### src/rtl/lfte_pkg.sv
package lfte_pkg;
  typedef enum logic {
    RX_THRESH = 1'b0,
    RX_STREAM = 1'b1
  } rx_mode_e;

  localparam logic [1:0] ADDR_TH_HI = 2'd0;
  localparam logic [1:0] ADDR_TH_LO = 2'd1;
  localparam logic [1:0] ADDR_MODE  = 2'd2;
endpackage

### src/rtl/lfte_env_detect.sv
// Hysteresis comparator on peak-detector samples plus a two-flop synchronizer.
module lfte_env_detect #(
  parameter int DW = 8
) (
  input  logic          clk,
  input  logic          rst,
  input  logic          smp_valid,
  input  logic [DW-1:0] smp,
  input  logic [DW-1:0] th_hi,
  input  logic [DW-1:0] th_lo,
  output logic          env_raw,
  output logic          env_sync
);
  logic s1;

  always_ff @(posedge clk) begin
    if (rst) begin
      env_raw  <= 1'b0;
      s1       <= 1'b0;
      env_sync <= 1'b0;
    end else begin
      s1       <= env_raw;
      env_sync <= s1;
      if (smp_valid) begin
        if (smp >= th_hi)      env_raw <= 1'b1;
        else if (smp < th_lo)  env_raw <= 1'b0;
      end
    end
  end
endmodule

### src/rtl/lfte_sample_tx.sv
// Serializes ADC samples MSB first with a one-bit frame strobe and a divided bit clock.
module lfte_sample_tx #(
  parameter int DW   = 8,
  parameter int HALF = 2
) (
  input  logic          clk,
  input  logic          rst,
  input  logic          stream_en,
  input  logic          smp_valid,
  input  logic [DW-1:0] smp,
  output logic          tx_bit,
  output logic          tx_fs,
  output logic          tx_clk
);
  localparam int BIT_CYC = 2 * HALF;
  localparam int PH_W    = (BIT_CYC > 2) ? $clog2(BIT_CYC) : 1;
  localparam int CNT_W   = $clog2(DW);

  logic [PH_W-1:0]  ph, ph_nxt;
  logic [DW-1:0]    pend, sh;
  logic             pend_v;
  logic [CNT_W-1:0] left;
  logic             last, load;

  assign last   = (ph == PH_W'(BIT_CYC - 1));
  assign ph_nxt = last ? '0 : ph + 1'b1;
  assign load   = last && pend_v && (left == '0);

  always_ff @(posedge clk) begin
    if (rst) begin
      ph     <= '0;
      tx_clk <= 1'b0;
      pend   <= '0;
      pend_v <= 1'b0;
      sh     <= '0;
      left   <= '0;
      tx_bit <= 1'b0;
      tx_fs  <= 1'b0;
    end else begin
      ph     <= ph_nxt;
      tx_clk <= (ph_nxt >= PH_W'(HALF));

      if (!stream_en)      pend_v <= 1'b0;
      else if (smp_valid) begin
        pend   <= smp;
        pend_v <= 1'b1;
      end else if (load)   pend_v <= 1'b0;

      if (last) begin
        if (load) begin
          tx_bit <= pend[DW-1];
          tx_fs  <= 1'b1;
          sh     <= pend << 1;
          left   <= CNT_W'(DW - 1);
        end else if (left != '0) begin
          tx_bit <= sh[DW-1];
          tx_fs  <= 1'b0;
          sh     <= sh << 1;
          left   <= left - 1'b1;
        end else begin
          tx_bit <= 1'b0;
          tx_fs  <= 1'b0;
        end
      end
    end
  end
endmodule

### src/rtl/lfte_coil_drv.sv
// Coil driver enables: one permanently asserted, the rest follow the modulation line.
module lfte_coil_drv #(
  parameter int NUM_OE   = 4,
  parameter int HOLD_IDX = 2
) (
  input  logic              clk,
  input  logic              rst,
  input  logic              mod_line,
  output logic [NUM_OE-1:0] oe_n,
  output logic              pwr_lo
);
  for (genvar i = 0; i < NUM_OE; i++) begin : g_oe
    logic q;
    if (i == HOLD_IDX) begin : g_hold
      always_ff @(posedge clk) q <= 1'b0;
    end else begin : g_mod
      always_ff @(posedge clk) begin
        if (rst) q <= 1'b1;
        else     q <= mod_line;
      end
    end
    assign oe_n[i] = q;
  end

  always_ff @(posedge clk) pwr_lo <= 1'b0;
endmodule

### src/rtl/lf_tag_emu_frontend.sv
module lf_tag_emu_frontend
  import lfte_pkg::*;
#(
  parameter int          DW        = 8,
  parameter int          AW        = 2,
  parameter int          HALF      = 2,
  parameter int          NUM_OE    = 4,
  parameter int          HOLD_IDX  = 2,
  parameter logic [DW-1:0] TH_HI_RST = 8'h80,
  parameter logic [DW-1:0] TH_LO_RST = 8'h60
) (
  input  logic              clk,
  input  logic              rst,
  input  logic              cfg_we,
  input  logic [AW-1:0]     cfg_addr,
  input  logic [DW-1:0]     cfg_wdata,
  input  logic              adc_valid,
  input  logic [DW-1:0]     adc_data,
  input  logic              ser_dout,
  output logic              ser_din,
  output logic              ser_fs,
  output logic              ser_clk,
  output logic [NUM_OE-1:0] oe_n,
  output logic              pwr_lo
);
  logic [DW-1:0] th_hi, th_lo;
  rx_mode_e      rx_mode;
  logic          env_raw, env_sync;
  logic          tx_bit, tx_fs, tx_clk;
  logic          stream;

  assign stream = (rx_mode == RX_STREAM);

  always_ff @(posedge clk) begin
    if (rst) begin
      th_hi   <= TH_HI_RST;
      th_lo   <= TH_LO_RST;
      rx_mode <= RX_THRESH;
    end else if (cfg_we) begin
      if (cfg_addr == AW'(ADDR_TH_HI)) th_hi   <= cfg_wdata;
      if (cfg_addr == AW'(ADDR_TH_LO)) th_lo   <= cfg_wdata;
      if (cfg_addr == AW'(ADDR_MODE))  rx_mode <= rx_mode_e'(cfg_wdata[0]);
    end
  end

  lfte_env_detect #(.DW(DW)) u_env (
    .clk(clk), .rst(rst), .smp_valid(adc_valid), .smp(adc_data),
    .th_hi(th_hi), .th_lo(th_lo), .env_raw(env_raw), .env_sync(env_sync)
  );

  lfte_sample_tx #(.DW(DW), .HALF(HALF)) u_tx (
    .clk(clk), .rst(rst), .stream_en(stream), .smp_valid(adc_valid),
    .smp(adc_data), .tx_bit(tx_bit), .tx_fs(tx_fs), .tx_clk(tx_clk)
  );

  lfte_coil_drv #(.NUM_OE(NUM_OE), .HOLD_IDX(HOLD_IDX)) u_coil (
    .clk(clk), .rst(rst), .mod_line(ser_dout), .oe_n(oe_n), .pwr_lo(pwr_lo)
  );

  always_ff @(posedge clk) begin
    if (rst) begin
      ser_din <= 1'b0;
      ser_fs  <= 1'b0;
      ser_clk <= 1'b0;
    end else begin
      ser_din <= stream ? tx_bit : env_sync;
      ser_fs  <= stream ? tx_fs  : 1'b0;
      ser_clk <= stream ? tx_clk : 1'b0;
    end
  end
endmodule

### config.mk
export PLATFORM = sky130hd
export DESIGN_NAME = lf_tag_emu_frontend
export DESIGN_NICKNAME = d
export VERILOG_FILES = /design/src/rtl/lfte_pkg.sv /design/src/rtl/lfte_env_detect.sv /design/src/rtl/lfte_sample_tx.sv /design/src/rtl/lfte_coil_drv.sv /design/src/rtl/lf_tag_emu_frontend.sv
export SDC_FILE = /design/constraint.sdc
export NUM_CORES = 1
export LEC_CHECK = 0
export BUFFER_PORTS_ARGS = -buffer_cell sky130_fd_sc_hd__buf_2
export CAP_MARGIN = 25
export CORE_AREA = 2 2 83 85
export DETAILED_ROUTE_END_ITERATION = 10
export DIE_AREA = 0 0 85 87
export SYNTH_ARGS = -nofsm -noshare
export SYNTH_HDL_FRONTEND = slang
export SYNTH_SLANG_ARGS = --single-unit
### constraint.sdc
create_clock -name clk -period 2.7 [get_ports clk]
set_input_delay 0.54 -clock clk [delete_from_list [all_inputs] [get_ports clk]]
set_output_delay 0.54 -clock clk [all_outputs]
set_load 0.005 [all_outputs]
# ---- Yosys cells after proc, flatten, opt, wreduce, memory -nomap -nowiden
# Cells that the tools add are included.
dict set report op_classes {
  addsub 2
  magnitude_cmp 3
  n_eq_ne 3
  mux 13
  n_bitwise 1
  n_reduce_logical 15
}
# op count
set op_table {}
lappend op_table {{$mux W8} 2}
lappend op_table {{$reduce_and A2 Y1} 6}
lappend op_table {{$ge A8 B8 Y1} 1}
lappend op_table {{$lt A8 B8 Y1} 1}
lappend op_table {{$mux W1} 8}
lappend op_table {{$mux W3} 2}
lappend op_table {{$reduce_bool A2 Y1} 3}
lappend op_table {{$eq A2 B2 Y1 const B} 2}
lappend op_table {{$logic_not A3 Y1} 1}
lappend op_table {{$reduce_bool A3 Y1} 1}
lappend op_table {{$sub A3 B1 Y3 const B} 1}
lappend op_table {{$add A2 B1 Y2 const B} 1}
lappend op_table {{$eq A2 B1 Y1 const B} 1}
lappend op_table {{$ge A2 B2 Y1 const B} 1}
lappend op_table {{$logic_and A1 B1 Y1} 2}
lappend op_table {{$logic_not A2 Y1} 1}
lappend op_table {{$mux W2} 1}
lappend op_table {{$reduce_or A2 Y1} 1}
lappend op_table {{$not A1 Y1} 1}
dict set report totals {
  regBits 49
  output_inout_bits 8
  word_cells 55
}

# ---- Longest topological paths before layout
# Gate-level depths: netlist (run 1).
dict set report logic_depth {
  ltp_word 5
  ltp_mapped 7
}

# ---- Hierarchy
# A second synthesis (run 1) with hierarchy kept.
dict set report unflattened {
  hier_cells 262
  hier_area_um2 2367.3
}
# mod n_inst cells_per_inst area_per_inst_um2 seq_area_each_um2
set modules_own_cells {}
lappend modules_own_cells {lfte_sample_tx 1 115 1018.5 460.4}
lappend modules_own_cells {lf_tag_emu_frontend 1 80 822.0 400.4}
lappend modules_own_cells {lfte_env_detect 1 59 459.2 60.1}
lappend modules_own_cells {lfte_coil_drv 1 8 67.6 20.0}

# ---- Worst setup path after synthesis (run 1)
# Ideal clock, no wire load.
dict set report synth_path {
  path_kind {input port to flip-flop}
  start {input port adc_data[7]}
  end {register u_env.env_raw}
  arrival_time_ns 1.480
  required_ns 2.567
  path_slack_ns 1.087
  path_stages 5
  n_path_buf 0
  path_cell_list {ha_1 -> and3_1 -> a211o_1 -> o21ai_1 -> nand4_1}
}
dict set report synth_between {
  elab_chain_cells 3
}
# element line_no
set synth_lines {}
lappend synth_lines {{from (decl)} lf_tag_emu_frontend.sv:18} ;# input logic [DW-1:0] adc_data,
lappend synth_lines {{$lt A8 B8 Y1 / $ge A8 B8 Y1 (equally long branches)} {lfte_env_detect.sv:26, lfte_env_detect.sv:25}}
lappend synth_lines {{$reduce_bool A2 Y1 (no line)} n/a}
lappend synth_lines {{$reduce_and A2 Y1 (no line)} n/a}
lappend synth_lines {{to (signal assigned)} lfte_env_detect.sv:18} ;# env_raw <= 1'b0;
lappend synth_lines {{to (signal assigned)} lfte_env_detect.sv:25} ;# if (smp >= th_hi) env_raw <= 1'b1;
lappend synth_lines {{to (signal assigned)} lfte_env_detect.sv:26} ;# else if (smp < th_lo) env_raw <= 1'b0;
lappend synth_lines {{to (decl)} lfte_env_detect.sv:11} ;# output logic env_raw,
# Parallel ways exist; a longest one is shown, timed or not.
# A chain may end at the register's enable or synchronous reset.

# ---- Final worst setup path (run 1)
dict set report layout_path {
  start {register u_tx.left[0]}
  end {register u_tx.sh[2]}
}
dict set report layout_between {
  elab_chain_cells 4
}
# element line_no
set layout_lines {}
lappend layout_lines {{from (decl)} lfte_sample_tx.sv:22} ;# logic [CNT_W-1:0] left;
lappend layout_lines {{from (signal assigned)} lfte_sample_tx.sv:54} ;# left <= CNT_W'(DW - 1);
lappend layout_lines {{from (signal assigned)} lfte_sample_tx.sv:59} ;# left <= left - 1'b1;
lappend layout_lines {{$logic_not A3 Y1} lfte_sample_tx.sv:27} ;# assign load = last && pend_v && (left == '0);
lappend layout_lines {{$logic_and A1 B1 Y1} lfte_sample_tx.sv:27}
lappend layout_lines {{$reduce_bool A2 Y1 (no line)} n/a}
lappend layout_lines {{$reduce_and A2 Y1 (no line)} n/a}
lappend layout_lines {{to (signal assigned)} lfte_sample_tx.sv:53} ;# sh <= pend << 1;
lappend layout_lines {{to (signal assigned)} lfte_sample_tx.sv:58} ;# sh <= sh << 1;
lappend layout_lines {{to (decl)} lfte_sample_tx.sv:20} ;# logic [DW-1:0] pend, sh;
# Parallel ways exist; a longest one is shown, timed or not.

==> run metrics, run 1 <==
CP Buf/Inv Count=1; ys flop type=dfxtp_1; Area growth syn-to-layout=11.49%; CTS root buf=clkbuf_8; most frequent cells in the layout=dfxtp_1, nor2_1, nand2_1, buf_2, a21oi_1; RSZ-0062 raised after global routing=false; htree depth=2; # fillers=685; CTS Buf Count=5; post-CTS setup buffer count=0; Critical Path Max Stage Delay=350 ps; fmax=641.9 MHz; drt total wl=3926 um; nets@finish=312; EDFF count, synth=0; Setup Skew=4.539 ps; WL per Instance=11.15 um; met2 wire length=1754 um; Post-Route Utilization=0.3770; DP Wirelength=2929 um; clock buffer depth=2; Crit Path Max Fanout=8; 1st-iter DRT viols=81; crit-path cells=inv_1 > ha_1 > nor2b_2 > and3_1 > nand2_1 > a311oi_2; largest net degree at the start of global routing=31; die height=87 um; fin crit period=1558 ps; vias in the first global route=1,627; Finish-stage setup viols=0; n_diodes=0; met3 WL post-DR=178 um; buffers added on ports=28; Sum Neg Setup Slack=0 ps; CP endpoint kind=flop; combinational power share=0.093; Slew @ Worst Pin=591.1 ps; Die Width=85 um; Async S/R FF share, synth=0; pwr dens=523.3 nW/um^2; Initial Utilization=0.3381; startpoint class of the critical path=flop; Synth top area share=0.4237; core area=6569 sq um; Die Area=7395 sq um; Post-DRT Antenna Nets=0; Hold Vio Cnt, Final=0; hold_buf cts=0; Final Slew Violations=0; Synth warnings=0; Clk pwr share=0.350; Worst-path clk slew=80 ps; total gr overflow=0; clock sinks=47; post_cts resized=0; dominant cells by area after synthesis=dfxtp_1, ha_1, nor2_1; Mean Syn Cell Area=8.884 sq um; Sw Share=0.2289; initial antenna violation count=0; Max-slew headroom=0.6048; Netlist cell types=39; Site Rows=30; DRC viols=0; Leakage=1.010 nW; routability congestion estimate=0.7885; delay-heaviest family, CP=simple AND/OR/NAND/NOR gates; Power Internal=0.0009992 W; mapped cell area=2221 sq um; most common cell after layout, fill and taps aside=dfxtp_1; Tcrit/Tclk final=0.5770; Clock Latency Late Sink=290 ps; Total Routing Usage GR=0.1199; Required @ worst endpoint=2910 ps; Seq/Total Area, Yosys=0.4237; synthesized flop and latch total=47; Worst Hold Class=reg -> reg; Post-Synthesis Cells=250; IO Pins=31; Critical Path Slowest Stage Cell=and3_1; Sequential Power Share=0.558; Highest Signal Layer=met4; Yosys top cell by area=dfxtp_1; via count=1,664; Switching Power=0.0002966 W; max_cap viols=0; CTS tree=built; Crit Path Class=reg -> reg; layout cells sized above 1=0.1801; Max VDD drop=0.0002933 V; outcome=completed; Pre-antenna DRT Iters=4; Vias/cell=4.727; first-pass GRT wire length=7203 um; CP arrival=1760 ps; DRT met1 WL=1959 um
==> layout make-up <==
cell class / instances / area [sq um] / area share
multi-input combinational: 168 / 1109 / 0.4477
tap: 80 / 100.1 / 0.04042
sequential: 47 / 940.9 / 0.3800
clock buffer: 8 / 100.1 / 0.04042
inverter: 19 / 71.32 / 0.02880
timing repair buffer: 30 / 155.1 / 0.06266
==> sequential cells by signal, summed over array words and instances, names as in the netlist <==
name,cells
u_tx.tx_fs,1
ser_fs,1
u_tx.sh,7
ser_din,1
u_tx.pend,8
ser_clk,1
th_lo,8
u_env.env_raw,1
u_coil.g_oe.q,1
u_tx.pend_v,1
u_tx.ph,2
rx_mode,1
u_env.s1,1
u_tx.tx_bit,1
th_hi,8
u_env.env_sync,1
u_tx.left,3
==> synth_stat cells (all sizes together), types with 2 or more instances <==
master / instances
dfxtp: 47
nor2: 32
nand2: 28
a21oi: 20
inv: 19
ha: 18
buf: 11
nand3: 10
a311oi: 9
mux2i: 9
o21ai: 7
clkbuf: 6
nand2b: 5
nor2b: 5
nand3b: 3
nor3b: 3
a211o: 2
a211oi: 2
and3: 2
and3b: 2
==> worst paths after layout <==
kind         cells after the start                       from                 endpoint  slack, ps
min                              1      u_tx.ph[0]$_SDFF_PP0_    u_tx.ph[0]$_SDFF_PP0_        420
min reg2reg                      1      u_tx.ph[0]$_SDFF_PP0_    u_tx.ph[0]$_SDFF_PP0_        420
max reg2reg                      6  u_tx.left[0]$_SDFFE_PP0P_  u_tx.sh[2]$_SDFFE_PP0P_       1140
max                              6  u_tx.left[0]$_SDFFE_PP0P_  u_tx.sh[2]$_SDFFE_PP0P_       1140
==> power groups by stage <==
stage | clock [W] | combinational, W | sequential (W)
2_1_floorplan | 0 | 0.0000850 | 0.000736
3_3_place_gp | 0 | 0.000119 | 0.000738
3_5_place_dp | 0 | 0.000121 | 0.000739
4_1_cts | 0.000471 | 0.000122 | 0.000723
5_1_grt | 0.000498 | 0.000141 | 0.000726
6_report | 0.000453 | 0.000120 | 0.000722
==> stage by stage <==
step / power, W / setup slack (ps) / instances / hold WS (ps) / cell area [sq um]
6_report: 0.001296 / 1142 / 352 / 421.9 / 2476
5_1_grt: 0.001364 / 933.3 / 352 / 418.9 / 2476
4_1_cts: 0.001316 / 1114 / 352 / 423.3 / 2476
3_5_place_dp: 0.0008602 / 905.3 / 344 / 409.3 / 2376
3_3_place_gp: 0.0008570 / 919.1 / 344 / 405.8 / 2376
2_1_floorplan: 0.0008205 / 1087 / 251 / 395.2 / 2225
==> layer usage <==
| metal | vias up | global-route usage |
|---|---|---|
| met1 | 758 | 0.1564 |
| li1 | 878 | - |
| met3 | 2 | 0.03128 |
| met5 | - | 0 |
| met2 | 26 | 0.1939 |
| met4 | 0 | 0.03896 |
==> kinds of logic after synthesis <==
logic type | synth area share
flip-flops | 0.4237
other | 0.001689
AND/OR/NAND/NOR | 0.2023
AO/OA/AOI/OAI | 0.1516
buffers and inverters | 0.07887
adder cells (fa/ha/maj) | 0.1014
multiplexers | 0.04057
No activity file was read; power rests on OpenSTA's default activity.
==> inputs of run 2 (changes only) <==
==> constraint.sdc (replaced) <==
create_clock -name clk -period 1.25 [get_ports clk]
set_input_delay 0.25 -clock clk [delete_from_list [all_inputs] [get_ports clk]]
set_output_delay 0.25 -clock clk [all_outputs]
set_load 0.005 [all_outputs]
==> run metrics, run 2 (same netlist as run 1, synthesis figures left out) <==
CTS Buf Count=5 (unchanged); Worst Hold Class=in -> reg (was reg -> reg); biggest regs=th_hi (8), th_lo (8), u_tx.pend (8) (unchanged); via count=1,811 (was 1,664); RSZ-0062 raised after global routing=true (was false); htree depth=2 (unchanged); vias in the first global route=1,752 (was 1,627); most common cell after layout, fill and taps aside=dfxtp_1 (unchanged); hold_buf cts=0 (unchanged); Clock Latency Late Sink=300 ps (was 290 ps); fmax=713.2 MHz (was 641.9 MHz); CTS tree=built (unchanged); failing checks=negative setup slack; Die Area=7395 sq um (unchanged); CP endpoint kind=flop (unchanged); Hold Vio Cnt, Final=0 (unchanged); nets@finish=340 (was 312); WL per Instance=12.22 um (was 11.15 um); Pre-antenna DRT Iters=4 (unchanged); total gr overflow=0 (unchanged); Max VDD drop=0.0006629 V (was 0.0002933 V); CTS root buf=clkbuf_8 (unchanged); n_diodes=0 (unchanged); startpoint class of the critical path=flop (unchanged); layout cells sized above 1=0.3733 (was 0.1801); Crit Path Max Fanout=2 (was 8); max_cap viols=0 (unchanged); Finish-stage setup viols=8 (was 0); IO Pins=31 (unchanged); core area=6569 sq um (unchanged); Total Routing Usage GR=0.1351 (was 0.1199); routability congestion estimate=0.7661 (was 0.7885); Worst-path clk slew=80 ps (about the same); fin crit period=1402 ps (was 1558 ps); Post-DRT Antenna Nets=0 (unchanged); Tcrit/Tclk final=1.122 (was 0.5770); largest net degree at the start of global routing=16 (was 31); 1st-iter DRT viols=45 (was 81); clock buffer depth=2 (unchanged); Crit Path Class=reg -> reg (unchanged); area post-placement=2613 sq um (was 2376 sq um); outcome=complete, but fails checks (was completed); Vias/cell=4.766 (was 4.727); CP arrival=1570 ps (was 1760 ps); drt total wl=4642 um (was 3926 um); DRC viols=0 (unchanged); buffers added on ports=28 (unchanged); Site Rows=30 (unchanged); # fillers=645 (was 685); Leakage=1.182 nW (was 1.010 nW); initial antenna violation count=0 (unchanged); most frequent cells in the layout=dfxtp_1, nor2_1, buf_2 (was dfxtp_1, nor2_1, nand2_1, buf_2, a21oi_1); DP Wirelength=3388 um (was 2929 um); Initial Utilization=0.3381 (unchanged); die height=87 um (unchanged); setup ws final=-152.1 ps (was 1142 ps); Final Cell Area=2894 sq um (was 2476 sq um); Area growth syn-to-layout=30.31% (was 11.49%); Setup Skew=7.921 ps (was 4.539 ps); Required @ worst endpoint=1420 ps (was 2910 ps); pwr dens=1054 nW/um^2 (was 523.3 nW/um^2); dpl ws=-228.9 ps (was 905.3 ps); clock sinks=47 (unchanged); Final Slew Violations=0 (unchanged); first-pass GRT wire length=7955 um (was 7203 um); Die Width=85 um (unchanged)
[run 2: final cells by class]
cell class / instances / area [sq um] / share of cell area
clock buffer: 6 / 82.58 / 0.02853
clock inverter: 2 / 35.03 / 0.01211
inverter: 19 / 71.32 / 0.02464
multi-input combinational: 170 / 1284 / 0.4436
sequential: 47 / 947.2 / 0.3273
tap: 80 / 100.1 / 0.03459
timing repair buffer: 56 / 374.1 / 0.1293
[run 2: worst max-delay path, cell delays in order (launching register included)]
cell and delay, ps:
dfxtp_2 320, inv_2 70, ha_4 200, and3_4 170, a211o_1 290, o21ai_1 130, nand4_1 100
[run 2: report_power, final]
part / internal (W) / leakage (nW) / switching (W)
Combinational: 0.000163 / 0.738 / 0.000175
Clock: 0.000647 / 0.0612 / 0.000501
Sequential: 0.00154 / 0.382 / 0.0000236
[run 2: routing by layer]
| layer | GRT usage | share of wire | routed length, um |
|---|---|---|---|
| met1 | 0.1726 | 0.48 | 2225 |
| met2 | 0.2237 | 0.48 | 2215 |
| met3 | 0.03223 | 0.032 | 148 |
| met4 | 0.04618 | 0.011 | 52 |
| met5 | 0 | 0 | 0 |
[run 2: stage by stage]
step           total power (W)  utilization  std cells  TNS, ps  hold WS (ps)
2_1_floorplan         0.001774            -        251   -320.1         343.4
3_3_place_gp          0.001896       0.3977        367   -995.9         411.1
3_5_place_dp          0.001902       0.3977        367    -1334         418.0
4_1_cts               0.003069       0.4263        377    -1033         130.3
5_1_grt               0.003208       0.4406        380    -1732         143.8
6_report              0.003050       0.4406        380   -818.2         136.6
[run 2: repair_timing]
action,4_1_cts,5_1_grt
cloned,2,0
pin swaps,13,12
setup buffers,0,3
gates resized for setup,10,17
endpoints found under the setup margin,13,14
[run 2: path summary, 6_finish.rpt]
path | endpoint | cells after the start | from | slack [ps]
max | u_env.env_raw$_SDFFE_PP0P_ | 6 | th_lo[6]$_SDFFE_PP1P_ | -150
min | u_coil.g_oe[1].q$_SDFF_PP1_ | 2 | ser_dout | 140
max reg2reg | u_env.env_raw$_SDFFE_PP0P_ | 6 | th_lo[6]$_SDFFE_PP1P_ | -150
min reg2reg | u_tx.sh[1]$_SDFFE_PP0P_ | 2 | u_tx.pend[0]$_SDFFE_PP0P_ | 470
==> inputs of run 3 (changes only) <==
--- a/config.mk
+++ b/config.mk
@@ -5,11 +5,12 @@
 export SDC_FILE = /design/constraint.sdc
 export NUM_CORES = 1
 export LEC_CHECK = 0
+export ABC_AREA = 1
 export BUFFER_PORTS_ARGS = -buffer_cell sky130_fd_sc_hd__buf_2
 export CAP_MARGIN = 25
-export CORE_AREA = 2 2 83 85
+export CORE_AREA = 2 2 82 84
 export DETAILED_ROUTE_END_ITERATION = 10
-export DIE_AREA = 0 0 85 87
+export DIE_AREA = 0 0 84 86
 export SYNTH_ARGS = -nofsm -noshare
 export SYNTH_HDL_FRONTEND = slang
 export SYNTH_SLANG_ARGS = --single-unit
==> run metrics, run 3 <==
synthesized flop and latch total=47 (unchanged); reg2reg end=u_tx.sh[6]$_SDFFE_PP0P_ (was u_env.env_raw$_SDFFE_PP0P_); first-pass GRT wire length=7645 um (was 7955 um); Tcrit/Tclk final=1.001 (was 1.122); clock sinks=47 (unchanged); Die Area=7224 sq um (was 7395 sq um); Synth warnings=0 (unchanged); htree depth=2 (unchanged); layout cells sized above 1=0.2648 (was 0.3733); most common cell after layout, fill and taps aside=dfxtp_1 (unchanged); Total Routing Usage GR=0.1313 (was 0.1351); CTS Buf Count=5 (unchanged); 1st-iter DRT viols=58 (was 45); RSZ-0062 raised after global routing=true (unchanged); most frequent cells in the layout=dfxtp_1, nand2_1, inv_1 (was dfxtp_1, nor2_1, buf_2); DRC viols=0 (unchanged); Pre-antenna DRT Iters=4 (unchanged); Non-Filler Instances=398 (was 380); Synth top area share=0.4411 (was 0.4237); Seq/Total Area, Yosys=0.4411 (was 0.4237); Required @ worst endpoint=1430 ps (was 1420 ps); Die Width=84 um (was 85 um); vias in the first global route=1,751 (was 1,752); Finish-stage setup viols=1 (was 8); delay-heaviest family, CP=flip-flops (was compound AO/OA/AOI/OAI gates); fin crit period=1251 ps (was 1402 ps); clock buffer depth=2 (unchanged); Post-Synthesis Cells=279 (was 250); hold_sp=ser_dout (unchanged); setup ws final=-0.7881 ps (was -152.1 ps); Area growth syn-to-layout=26.57% (was 30.31%); Worst Hold Class=in -> reg (unchanged); total gr overflow=0 (unchanged); Critical Path Slowest Stage Cell=dfxtp_2 (unchanged); Worst-path clk slew=80 ps (about the same); Placed Cells incl. Taps=389 (was 367); Crit Path Max Fanout=8 (was 2); Mean Syn Cell Area=7.646 sq um (was 8.884 sq um); Hold Vio Cnt, Final=0 (unchanged); CTS tree=built (unchanged); Max VDD drop=0.0006865 V (was 0.0006629 V); CP arrival=1440 ps (was 1570 ps); Critical Path Max Stage Delay=330 ps (was 320 ps); n_diodes=0 (unchanged); outcome=complete, but fails checks (unchanged); Async S/R FF share, synth=0 (unchanged); Yosys top cell by area=dfxtp_1 (unchanged); reg2reg path depth=8 (was 6); Final Slew Violations=0 (unchanged); CP Buf/Inv Count=3 (was 1); Sum Neg Setup Slack=-0.7881 ps (was -818.2 ps); Site Rows=29 (was 30); Netlist cell types=21 (was 39); max_cap viols=0 (unchanged); pwr dens=1126 nW/um^2 (was 1054 nW/um^2); largest net degree at the start of global routing=38 (was 16); hold worst-path end=u_coil.g_oe[1].q$_SDFF_PP1_ (unchanged); WL per Instance=11.08 um (was 12.22 um); CP endpoint kind=flop (unchanged); Setup Skew=4.034 ps (was 7.921 ps); via count=1,799 (was 1,811); failing checks=negative setup slack (unchanged); fmax=799.5 MHz (was 713.2 MHz); Crit Path Class=reg -> reg (unchanged); Leakage=1.211 nW (was 1.182 nW); Worst path depth=8 (was 6); FF-to-FF setup slack=-0.8 ps (was -150 ps); Post-DRT Antenna Nets=0 (unchanged); startpoint class of the critical path=flop (unchanged); IO Pins=31 (unchanged); CTS root buf=clkbuf_8 (unchanged); routability congestion estimate=0.7842 (was 0.7661); dominant cells by area after synthesis=dfxtp_1, ha_1, a21oi_1 (was dfxtp_1, ha_1, nor2_1); crit-path cells=inv_2 > ha_4 > nand2_4 > buf_6 > nor2_4 > inv_4 > a21oi_2 > a21oi_1 (was inv_2 > ha_4 > and3_4 > a211o_1 > o21ai_1 > nand4_1); core area=6277 sq um (was 6569 sq um); count leader, synth=dfxtp_1 (unchanged); die height=86 um (was 87 um); DP Wirelength=3204 um (was 3388 um); Hold Path Cell Cnt=2 (unchanged); biggest regs=th_hi (8), th_lo (8), u_tx.pend (8) (unchanged); ys flop type=dfxtp_1 (unchanged); nets@finish=362 (was 340); buffers added on ports=28 (unchanged); drt total wl=4411 um (was 4642 um); initial antenna violation count=0 (unchanged); worst reg2reg startpoint=u_tx.left[1]$_SDFFE_PP0P_ (was th_lo[6]$_SDFFE_PP1P_); Initial Utilization=0.3398 (was 0.3381); Vias/cell=4.520 (was 4.766); EDFF count, synth=0 (unchanged); top cells by count, synth=dfxtp_1, nand2_1, inv_1 (was dfxtp_1, nor2_1, nand2_1); mapped cell area=2133 sq um (was 2221 sq um); Clock Latency Late Sink=290 ps (was 300 ps)
==> run 3: cell types whose count changed after synthesis, moves of 4 or more <==
cell,before,now
a311oi_2,6,0
nor2b_1,4,0
o21ai_0,4,32
clkbuf_1,6,0
nand2b_1,5,0
mux2i_1,9,0
a21oi_1,20,37
nand2_1,28,44
inv_1,19,38
nand3_1,10,5
==> run 3: cells by family (layout without fill, tap and decap cells) <==
group | after synthesis | in the layout | synth area share
and+or+nand+nor | 86 | 86 | 0.1625
AOI/OAI and AO/OA | 74 | 74 | 0.1789
buffers and inverters | 53 | 94 | 0.1103
DFF | 47 | 47 | 0.4411
adders and majority gates | 18 | 18 | 0.1056
other | 1 | 2 | 0.001758
==> run 3: area by class of cell <==
type,instances,area (sq um)
inverters,41,158.9
repair buffers,46,302.8
clock inverters,2,37.54
well taps,77,96.34
multi-input cells,180,1090
fillers,638,3577
clock buffers,5,68.82
flip-flops and latches,47,945.9
==> run 3: worst max-delay path by stage <==
stage,startpoint,to,slack (ps)
after CTS,u_tx.left[1]$_SDFFE_PP0P_,u_tx.sh[6]$_SDFFE_PP0P_,-20
after global routing,th_lo[7]$_SDFFE_PP0P_,u_env.env_raw$_SDFFE_PP0P_,-130
final,u_tx.left[1]$_SDFFE_PP0P_,u_tx.sh[6]$_SDFFE_PP0P_,-0.8
after floorplan,u_tx.left[0]$_SDFFE_PP0P_,u_tx.left[2]$_SDFFE_PP0P_,20
after global placement,adc_data[7],u_env.env_raw$_SDFFE_PP0P_,-50
after detailed placement,adc_data[7],u_env.env_raw$_SDFFE_PP0P_,-80
==> run 3: repair_timing <==
action                     4_1_cts  5_1_grt
setup buffers                    0        1
gates cloned                     1        0
gates resized for setup         20       24
setup endpoints to repair       10       12
hold buffers                     0        0
pin swaps                       11        9
==> run 3: per-stage QoR <==
step                power, W  instance area [sq um]  hold WS, ps  setup slack (ps)    util
global route        0.003195                   2700        117.7            -127.8  0.4301
CTS                 0.003053                   2616        122.3            -18.26  0.4168
global placement    0.001951                   2425        390.7            -47.72  0.3863
detailed placement  0.001961                   2425        394.7            -82.99  0.3863
finish              0.003042                   2700        132.3           -0.7881  0.4301
floorplan           0.001840                   2137        353.8             17.90       -
==> run 3: layer usage <==
metal | global-route usage | part of all wire
met3 | 0.03272 | 0.029
met5 | 0 | 0
met1 | 0.1504 | 0.49
met2 | 0.2393 | 0.47
met4 | 0.04399 | 0.010
==> run 3: report_power, final <==
part,leakage (nW),switching (W),internal (W)
combinational,0.777,0.000209,0.000165
clock,0.0502,0.000497,0.000585
sequential,0.384,0.0000274,0.00156
total,1.21,0.000733,0.00231
